--- config.mk ---
export PLATFORM = sky130hd
export DESIGN_NAME = tach_range_mon
export DESIGN_NICKNAME = d
export VERILOG_FILES = /design/src/rtl/tach_mon_pkg.sv /design/src/rtl/tach_mon_regs.sv /design/src/rtl/tach_mon_cmp.sv /design/src/rtl/tach_mon_status.sv /design/src/rtl/tach_range_mon.sv
export SDC_FILE = /design/constraint.sdc
export NUM_CORES = 1
export LEC_CHECK = 0
export BUFFER_PORTS_ARGS = -buffer_cell sky130_fd_sc_hd__buf_2
export CAP_MARGIN = 10
export CORE_ASPECT_RATIO = 0.5
export CORE_MARGIN = 8
export CORE_UTILIZATION = 54
export DETAILED_ROUTE_END_ITERATION = 8
export PLACE_DENSITY = 0.74
export SLEW_MARGIN = 30
export SYNTH_ARGS = -nofsm -noshare
export SYNTH_HDL_FRONTEND = slang
export SYNTH_HIERARCHICAL = 1
export SYNTH_SLANG_ARGS = --single-unit
--- constraint.sdc ---
create_clock -name clk -period 3.7 [get_ports clk]
set_clock_uncertainty 0.1 [all_clocks]
set_input_delay 0.925 -clock clk [delete_from_list [all_inputs] [get_ports clk]]
set_output_delay 0.925 -clock clk [all_outputs]
set_load 0.02 [all_outputs]
--- src/rtl/tach_mon_pkg.sv ---
package tach_mon_pkg;
   localparam int          AW      = 3;
   localparam int          DW      = 32;
   localparam int          NSRC    = 3;
   localparam int          MT_W    = 24;
   localparam int          CAP_LSB = 8;

   localparam logic [AW-1:0] A_UPPER = 3'd0;
   localparam logic [AW-1:0] A_LOWER = 3'd1;
   localparam logic [AW-1:0] A_IEN   = 3'd2;
   localparam logic [AW-1:0] A_CTRL  = 3'd3;
   localparam logic [AW-1:0] A_STAT  = 3'd4;

   localparam int SRC_OVR = 0;
   localparam int SRC_UND = 1;
   localparam int SRC_OVF = 2;

   typedef struct packed {
      logic [MT_W-1:0] mon_time;
      logic            mode;
      logic            stop;
   } ctrl_t;
endpackage

--- src/rtl/tach_mon_regs.sv ---
module tach_mon_regs
   import tach_mon_pkg::*;
#(
   parameter int TH_W   = 24,
   parameter int UP_RST = 4,
   parameter int LO_RST = 1
) (
   input  logic            clk,
   input  logic            rst_n,
   input  logic            we,
   input  logic [AW-1:0]   addr,
   input  logic [DW-1:0]   wdata,
   output logic [TH_W-1:0] up_sh,
   output logic [TH_W-1:0] lo_sh,
   output logic [TH_W-1:0] up_act,
   output logic [TH_W-1:0] lo_act,
   output logic [NSRC-1:0] ien,
   output ctrl_t           ctrl_sh,
   output ctrl_t           ctrl_act,
   output logic            load,
   output logic [NSRC-1:0] clr
);
   logic  wr_ctrl;
   ctrl_t ctrl_new;
   logic  unused_wbits;

   assign wr_ctrl  = we && (addr == A_CTRL);
   assign load     = wr_ctrl && wdata[0];
   assign ctrl_new = '{mon_time: wdata[DW-1:CAP_LSB], mode: wdata[2], stop: wdata[1]};
   assign clr      = (we && (addr == A_STAT)) ? wdata[NSRC-1:0] : '0;
   assign unused_wbits = ^wdata[CAP_LSB-1:NSRC];

   always_ff @(posedge clk) begin
      if (!rst_n) begin
         up_sh   <= TH_W'(UP_RST);
         lo_sh   <= TH_W'(LO_RST);
         ien     <= '0;
         ctrl_sh <= '0;
      end else if (we) begin
         case (addr)
            A_UPPER: up_sh   <= wdata[TH_W-1:0];
            A_LOWER: lo_sh   <= wdata[TH_W-1:0];
            A_IEN:   ien     <= wdata[NSRC-1:0];
            A_CTRL:  ctrl_sh <= ctrl_new;
            default: ;
         endcase
      end
   end

   always_ff @(posedge clk) begin
      if (!rst_n) begin
         up_act   <= TH_W'(UP_RST);
         lo_act   <= TH_W'(LO_RST);
         ctrl_act <= '0;
      end else if (load) begin
         up_act   <= up_sh;
         lo_act   <= lo_sh;
         ctrl_act <= ctrl_new;
      end
   end

   // active copy moves only on a load pulse
   a_r3_active_holds: assert property (@(posedge clk) disable iff (!rst_n)
      !load |=> ($stable(up_act) && $stable(lo_act) && $stable(ctrl_act)));
endmodule

--- src/rtl/tach_mon_cmp.sv ---
module tach_mon_cmp #(
   parameter int PERIOD_W  = 19,
   parameter int TH_W      = 24,
   parameter bit INCLUSIVE = 1'b0
) (
   input  logic                clk,
   input  logic                rst_n,
   input  logic                vld,
   input  logic                en,
   input  logic [PERIOD_W-1:0] per,
   input  logic [TH_W-1:0]     up,
   input  logic [TH_W-1:0]     lo,
   output logic                hit_ovr,
   output logic                hit_und
);
   localparam int CW = (PERIOD_W > TH_W) ? PERIOD_W : TH_W;

   logic [CW-1:0] p_x, u_x, l_x;
   logic          gt_up, lt_lo;

   assign p_x = CW'(per);
   assign u_x = CW'(up);
   assign l_x = CW'(lo);

   generate
      if (INCLUSIVE) begin : g_incl
         assign gt_up = (p_x >= u_x);
         assign lt_lo = (p_x <= l_x);
      end else begin : g_strict
         assign gt_up = (p_x > u_x);
         assign lt_lo = (p_x < l_x);
      end
   endgenerate

   assign hit_ovr = vld && en && gt_up;
   assign hit_und = vld && en && lt_lo;

   // no hit without a strobe
   a_r4_hit_needs_strobe: assert property (@(posedge clk) disable iff (!rst_n)
      (hit_ovr || hit_und) |-> (vld && en));
endmodule

--- src/rtl/tach_mon_status.sv ---
module tach_mon_status #(
   parameter int PERIOD_W = 19,
   parameter int NSRC     = 3
) (
   input  logic                clk,
   input  logic                rst_n,
   input  logic [NSRC-1:0]     set,
   input  logic [NSRC-1:0]     clr,
   input  logic                cap_en,
   input  logic [PERIOD_W-1:0] cap_val,
   input  logic [NSRC-1:0]     ien,
   output logic [NSRC-1:0]     sts,
   output logic [PERIOD_W-1:0] cap,
   output logic                irq
);
   always_ff @(posedge clk) begin
      if (!rst_n) begin
         sts <= '0;
         cap <= '0;
      end else begin
         sts <= (sts & ~clr) | set;
         if (cap_en) cap <= cap_val;
      end
   end

   assign irq = |(sts & ien);

   generate
      for (genvar i = 0; i < NSRC; i++) begin : g_chk
         // a bit that is neither cleared nor set keeps its value
         a_r7_sticky: assert property (@(posedge clk) disable iff (!rst_n)
            (sts[i] && !clr[i]) |=> sts[i]);
         // a set in the cycle of a clear still wins
         a_r7_set_wins: assert property (@(posedge clk) disable iff (!rst_n)
            set[i] |=> sts[i]);
      end
   endgenerate
endmodule

--- src/rtl/tach_range_mon.sv ---
module tach_range_mon
   import tach_mon_pkg::*;
#(
   parameter int PERIOD_W  = 19,
   parameter int TH_W      = 24,
   parameter int UP_RST    = 4,
   parameter int LO_RST    = 1,
   parameter bit INCLUSIVE = 1'b0
) (
   input  logic                clk,
   input  logic                rst_n,
   input  logic                reg_we,
   input  logic [2:0]          reg_addr,
   input  logic [31:0]         reg_wdata,
   output logic [31:0]         reg_rdata,
   input  logic                per_vld,
   input  logic [PERIOD_W-1:0] per_val,
   input  logic                cnt_ovf,
   output logic                irq
);
   localparam int CW = (PERIOD_W > TH_W) ? PERIOD_W : TH_W;

   initial begin
      assert (PERIOD_W >= 1 && PERIOD_W <= DW - CAP_LSB)
         else $error("PERIOD_W must lie in 1..24");
      assert (TH_W >= 1 && TH_W <= DW - CAP_LSB)
         else $error("TH_W must lie in 1..24");
   end

   logic [TH_W-1:0]     up_sh, lo_sh, up_act, lo_act;
   logic [NSRC-1:0]     ien, clr, set, sts;
   ctrl_t               ctrl_sh, ctrl_act;
   logic                load, cmp_en, hit_ovr, hit_und;
   logic [PERIOD_W-1:0] cap;
   logic                unused_act;

   assign unused_act = ctrl_act.mode ^ (^ctrl_act.mon_time);

   tach_mon_regs #(.TH_W(TH_W), .UP_RST(UP_RST), .LO_RST(LO_RST)) u_regs (
      .clk(clk), .rst_n(rst_n), .we(reg_we), .addr(reg_addr), .wdata(reg_wdata),
      .up_sh(up_sh), .lo_sh(lo_sh), .up_act(up_act), .lo_act(lo_act),
      .ien(ien), .ctrl_sh(ctrl_sh), .ctrl_act(ctrl_act), .load(load), .clr(clr)
   );

   assign cmp_en = !(ctrl_act.stop && (sts[SRC_OVR] || sts[SRC_UND]));

   tach_mon_cmp #(.PERIOD_W(PERIOD_W), .TH_W(TH_W), .INCLUSIVE(INCLUSIVE)) u_cmp (
      .clk(clk), .rst_n(rst_n), .vld(per_vld), .en(cmp_en), .per(per_val),
      .up(up_act), .lo(lo_act), .hit_ovr(hit_ovr), .hit_und(hit_und)
   );

   always_comb begin
      set          = '0;
      set[SRC_OVR] = hit_ovr;
      set[SRC_UND] = hit_und;
      set[SRC_OVF] = cnt_ovf;
   end

   tach_mon_status #(.PERIOD_W(PERIOD_W), .NSRC(NSRC)) u_stat (
      .clk(clk), .rst_n(rst_n), .set(set), .clr(clr),
      .cap_en(hit_ovr || hit_und), .cap_val(per_val), .ien(ien),
      .sts(sts), .cap(cap), .irq(irq)
   );

   always_comb begin
      reg_rdata = '0;
      case (reg_addr)
         A_UPPER: reg_rdata[TH_W-1:0] = up_sh;
         A_LOWER: reg_rdata[TH_W-1:0] = lo_sh;
         A_IEN:   reg_rdata[NSRC-1:0] = ien;
         A_CTRL: begin
            reg_rdata[DW-1:CAP_LSB] = ctrl_sh.mon_time;
            reg_rdata[2]            = ctrl_sh.mode;
            reg_rdata[1]            = ctrl_sh.stop;
         end
         A_STAT: begin
            reg_rdata[CAP_LSB +: PERIOD_W] = cap;
            reg_rdata[NSRC-1:0]            = sts;
         end
         default: ;
      endcase
   end

   logic [CW-1:0] pv_x, ua_x, la_x;
   assign pv_x = CW'(per_val);
   assign ua_x = CW'(up_act);
   assign la_x = CW'(lo_act);

   // over the active upper bound sets overrun next cycle
   a_r4_overrun: assert property (@(posedge clk) disable iff (!rst_n)
      (per_vld && cmp_en && !INCLUSIVE && (pv_x > ua_x)) |=> sts[SRC_OVR]);
   // under the active lower bound sets underrun next cycle
   a_r5_underrun: assert property (@(posedge clk) disable iff (!rst_n)
      (per_vld && cmp_en && !INCLUSIVE && (pv_x < la_x)) |=> sts[SRC_UND]);
   // overflow flag always lands in status
   a_r6_ovf: assert property (@(posedge clk) disable iff (!rst_n)
      cnt_ovf |=> sts[SRC_OVF]);
   // a frozen monitor keeps its range status and stored period
   a_r9_freeze: assert property (@(posedge clk) disable iff (!rst_n)
      (ctrl_act.stop && (sts[SRC_OVR] || sts[SRC_UND]) && !clr[SRC_OVR] && !clr[SRC_UND])
      |=> ($stable(cap) && sts[SRC_OVR] == $past(sts[SRC_OVR]) && sts[SRC_UND] == $past(sts[SRC_UND])));
endmodule

== Word-level counts from Yosys, hierarchy flattened ==
Cells that the tools add are included.
Storage, ports and cells
  bits in registers: 148
  bits in latches: 0
  memory bits (writable): 0
  bits in read-only memories: 0
  input bits: 59
  output and inout port bits: 33
  logic and storage cells: 44
  memories: 0
Operators by class
  add/sub/neg operators: 0
  multipliers: 0
  div/mod/pow operators: 0
  magnitude comparators: 2
  equal/unequal tests: 4
  shifts and indexed selects: 0
  multiplexer cells: 7
  bitwise operators: 4
  reductions and logical operators: 16
Operators with widths (count)
  $pmux 16 s4: 1
  $gt 19x24->1: 1
  $lt 19x24->1: 1
  $pmux 2 s5: 1
  $pmux 5 s2: 1
  $reduce_and 2->1: 4
  $logic_and 1x1->1: 7
  $and 3x3->3: 2
  $eq 3x2->1 const B: 2
  $pmux 3 s2: 1
  $mux 5: 1
  $pmux 1 s4: 1
  $eq 3x1->1 const B: 1
  $eq 3x3->1 const B: 1
  $logic_not 3->1: 1
  $mux 3: 1
  $not 3->3: 1
  $or 3x3->3: 1
  $reduce_or 3->1: 1
  $logic_or 1x1->1: 2
  $logic_not 1->1: 1

== Logic depth before layout (Yosys ltp) ==
  word-level depth: 6
  gate-level depth with buffers: 12
  mapped depth without buffers: 10

== By module ==
Netlist, hierarchy kept.
By module, submodules not included
  tach_mon_regs: instances 1, cells an instance 665, area an instance 5834.3 um^2, sequential area each 3022.9 um^2
  tach_mon_cmp: instances 1, cells an instance 136, area an instance 967.2 um^2, sequential area each 0.0 um^2
  tach_range_mon: instances 1, cells an instance 121, area an instance 850.8 um^2, sequential area each 0.0 um^2
  tach_mon_status: instances 1, cells an instance 72, area an instance 843.3 um^2, sequential area each 440.4 um^2

== Worst setup path after synthesis ==
OpenSTA, ideal clock, no wires.
  kind: input -> register
  from: input per_val[11]
  to: register u_stat.cap[10]
  setup time: 0.116 ns
  arrival: 2.931 ns
  required time: 3.484 ns
  path slack: 0.553 ns
  cell stages on the path: 10
  path buffers: 2
  path through: ha_1 nand4_1 or4_1 or2_1 a211oi_2 or2_2 buf_6 buf_12 mux2i_1 nor2b_1
Between the ends
  cells in the longest elaborated chain, start to end: 3
  elaborated cells between the ends (all ways): 5
  those cells by class: order compare (2); reduce/logical (3)
RTL lines
  start, declared: line tach_range_mon.sv:17  | input logic [PERIOD_W-1:0] per_val,
  $gt 19x24->1: line tach_mon_cmp.sv:30  | assign gt_up = (p_x > u_x);
  $logic_and 1x1->1: line tach_mon_cmp.sv:35  | assign hit_ovr = vld && en && gt_up;
  via hit_ovr: line tach_range_mon.sv:33  | logic load, cmp_en, hit_ovr, hit_und;
  $logic_or 1x1->1: line tach_range_mon.sv:61  | .cap_en(hit_ovr || hit_und), .cap_val(per_val), .ien(ien),
  end signal, assigned: line tach_mon_status.sv:22  | if (cap_en) cap <= cap_val;
  end, declared: line tach_mon_status.sv:13  | output logic [PERIOD_W-1:0] cap,
The timed path passes the listed nets, and every way through them passes these cells.
A chain may end at the register's enable or synchronous reset.

== Worst setup path after layout ==
  from: input reg_addr[1]
  to: output reg_rdata[2]
Between the ends
  cells in the longest elaborated chain, start to end: 2
  elaborated cells between the ends (all ways): 6
  those cells by class: eq/ne (4); mux (1); reduce/logical (1)
RTL lines
  start, declared: line tach_range_mon.sv:13  | input logic [2:0] reg_addr,
  $eq 3x3->1 (tied with other cells): line tach_range_mon.sv:67  | case (reg_addr)
  $pmux 2 s5 *: line tach_range_mon.sv:67
  end, declared: line tach_range_mon.sv:15  | output logic [31:0] reg_rdata,
Mark *: on every way between the ends. The rest lies on a longest branch, timed or not.

==> reports/metrics.yaml <==
status:
  outcome: "complete, no violations"
sta:
  setup_viol: 0
  tns_ns: 0
  relSlewSlack_pct: 52.0
  rsz0062_at_grt: "false"
  holdWs_ns: 0.358
  max_freq_mhz: 302
  fin_ws_ns: 0.392
  finalHoldViolCount: 0
  maxSlewViolCount: 0
  worstMarginPinSlew_ns: 0.718
  finalCritPeriodShare_pct: 89.4
  period_needed_ns: 3.31
drt:
  vias: 6350
  detail-route-antenna-nets: 0
  via_per_inst: 5.49
  drc: 0
  wl_per_cell_um: 18.5
  drt_iter0_drc: 566
  drt_pass1_iterations: 5
  drt-total-wl_um: 21400
floorplanning:
  ioPinCount: 92
  die_area_sq_um: 18200
  die_w_um: 183
  die_height_um: 99.6
  rows: 30
  core_sq_um: 13600
  initial_core_util_pct: 55.5
critical_path:
  slowest_delay_ns: 0.29
  r2r-start: "u_regs/lo_act[11]"
  crit_required_ns: 2.67
  crit_type: "in2out"
  cp_cell_sequence: "buf_2 -> buf_4 -> or2_1 -> nor2_1 -> a311o_1 -> buf_2"
  cp-end-kind: "primary output"
  cp_top_family: "buffers and inverters"
  critPathMaxFanout: 17
  rr_worst_depth: 11
  endpoint: "reg_rdata[2]"
  slowest_stage: "or2_1"
  worstReg2RegEnd: "u_stat/cap[17]"
  startpoint_type: "primary input"
  startpoint: "reg_addr[1]"
  critical_path_buf_inv_count: 3
  path_depth: 6
  crit_top_cell: "buf_2"
  cp.arrival_ns: 2.28
  ff2ff_setup_slack_ns: 0.94
clock_tree:
  cts_root_buf: "clkbuf_16"
  cts_tree: "yes"
  cts_buffer_depth: 2
  cts_made_buffers: 17
  path_clk_slew_ns: 0.06
  cts_sinks: 148
  clk_latency_ns: 0.42
  ctsResizeCount: 0
  cts_setup_buffers: 0
  cts_htree_levels: 4
  cts-hold-fix-buffers: 0
yosys:
  synth.net_count: 986
  synth_area_sq_um: 7540
  syn-instance-count: 890
  avgSynthCellArea_sq_um: 8.47
  yosys_warnings: 6
placement:
  place_congestion: 0.839
  placed_area_sq_um: 8120
  post-place-ws_ns: 0.354
  dp_cells: 1126
  dpl.hpwl_um: 15500
  io_buffers: 91
layout:
  n_antenna_cell: 0
  stdcell_area_sq_um: 8640
  fill_cells: 1208
  final_cells: 1157
  nNetsFinal: 1049
  drive_gt1_share_pct: 15.4
  area_growth_pct: 14.6
  fin_util_pct: 63.6
global_routing:
  track_usage_pct: 23.5
  grt_pass1_wl_um: 33500
  grt_max_degree: 76
  antenna_found_initial: 0
  overflow: 0
  grt_pass1_vias: 6214
power_and_ir_drop:
  p_per_area_nw_per_um2: 414
  p_leak_nw: 3.49
  total_power_mw: 3.57
  ir_drop_uv: 253
run:
  maxCapViolCount: 0
min_path:
  holdCritPathClass: "reg2reg"
  whs_path_depth: 2
## tightest hold or removal path, cell delays in order, from the launching register on
cell and delay, ns:
dfxtp_1 0.31, nand2_1 0.04, a21boi_0 0.06
## final cells by class
type	count	area (sq um)	area share, %
inverters	41	154	1.78
multi-input cells	636	4090	47.4
clock inverters	9	57.6	0.666
repair buffers	109	668	7.73
flip-flops and latches	148	2960	34.3
well taps	192	240	2.78
clock buffers	22	464	5.37
## worst min-delay path by stage
| stage | endpoint | from |
|---|---|---|
| 2_1_floorplan | u_regs/ctrl_act[0] | u_regs/ctrl_act[0] |
| 3_3_place_gp | u_regs/ctrl_act[0] | u_regs/ctrl_act[0] |
| 3_5_place_dp | u_regs/up_act[12] | u_regs/up_act[12] |
| 4_1_cts | u_regs/up_act[12] | u_regs/up_act[12] |
| 5_1_grt | u_regs/ctrl_sh[4] | u_regs/ctrl_sh[4] |
| 6_report | u_regs/ctrl_sh[22] | u_regs/ctrl_sh[22] |
## routing by layer
metal / share of wire [%] / GRT usage [%] / up-vias
met4: 0.98 / 6.52 / 0
met3: 7.5 / 7.31 / 17
li1: - / - / 3109
met2: 41 / 33.4 / 185
met1: 50 / 33.3 / 3039
met5: 0 / 0 / -
## state kept, by name, indices dropped and copies added (netlist names)
signal	flops
u_stat/cap	19
u_regs/lo_sh	24
u_stat/sts	3
u_regs/lo_act	24
u_regs/ctrl_sh	26
u_regs/ctrl_act	1
u_regs/up_sh	24
u_regs/up_act	24
u_regs/ien	3
## power by group
group | total, mW | switching (mW) | internal [mW] | leakage [nW]
Clock | 1.55 | 0.667 | 0.883 | 0.244
Combinational | 0.352 | 0.204 | 0.148 | 2.05
Sequential | 1.67 | 0.0405 | 1.63 | 1.20
## placed cells by master (no fill, tap or decap), types with 2 or more instances in the layout
master and instances:
a21boi_0 56, a211oi_1 3, and3_1 21, and2_1 4
o211ai_1 3, o21ai_0 5, a32o_1 3, mux2i_1 92
nand2_1 250, a21o_1 3, a31oi_1 2, or2_1 3
o21a_1 4, clkinvlp_4 5, dfxtp_1 148, nand4b_1 2
inv_1 41, buf_12 6, nand3b_1 2, a21boi_1 16
clkbuf_16 17, clkbuf_1 3, nand3_1 9, nor3_1 3
nand4_1 6, a211o_1 17, a21oi_1 15, buf_4 13
clkbuf_8 2, nor2_1 27, clkinv_2 4, ha_1 37
nor2b_1 26, o21ai_1 2, buf_2 90
No activity file was read; power rests on OpenSTA's default activity.
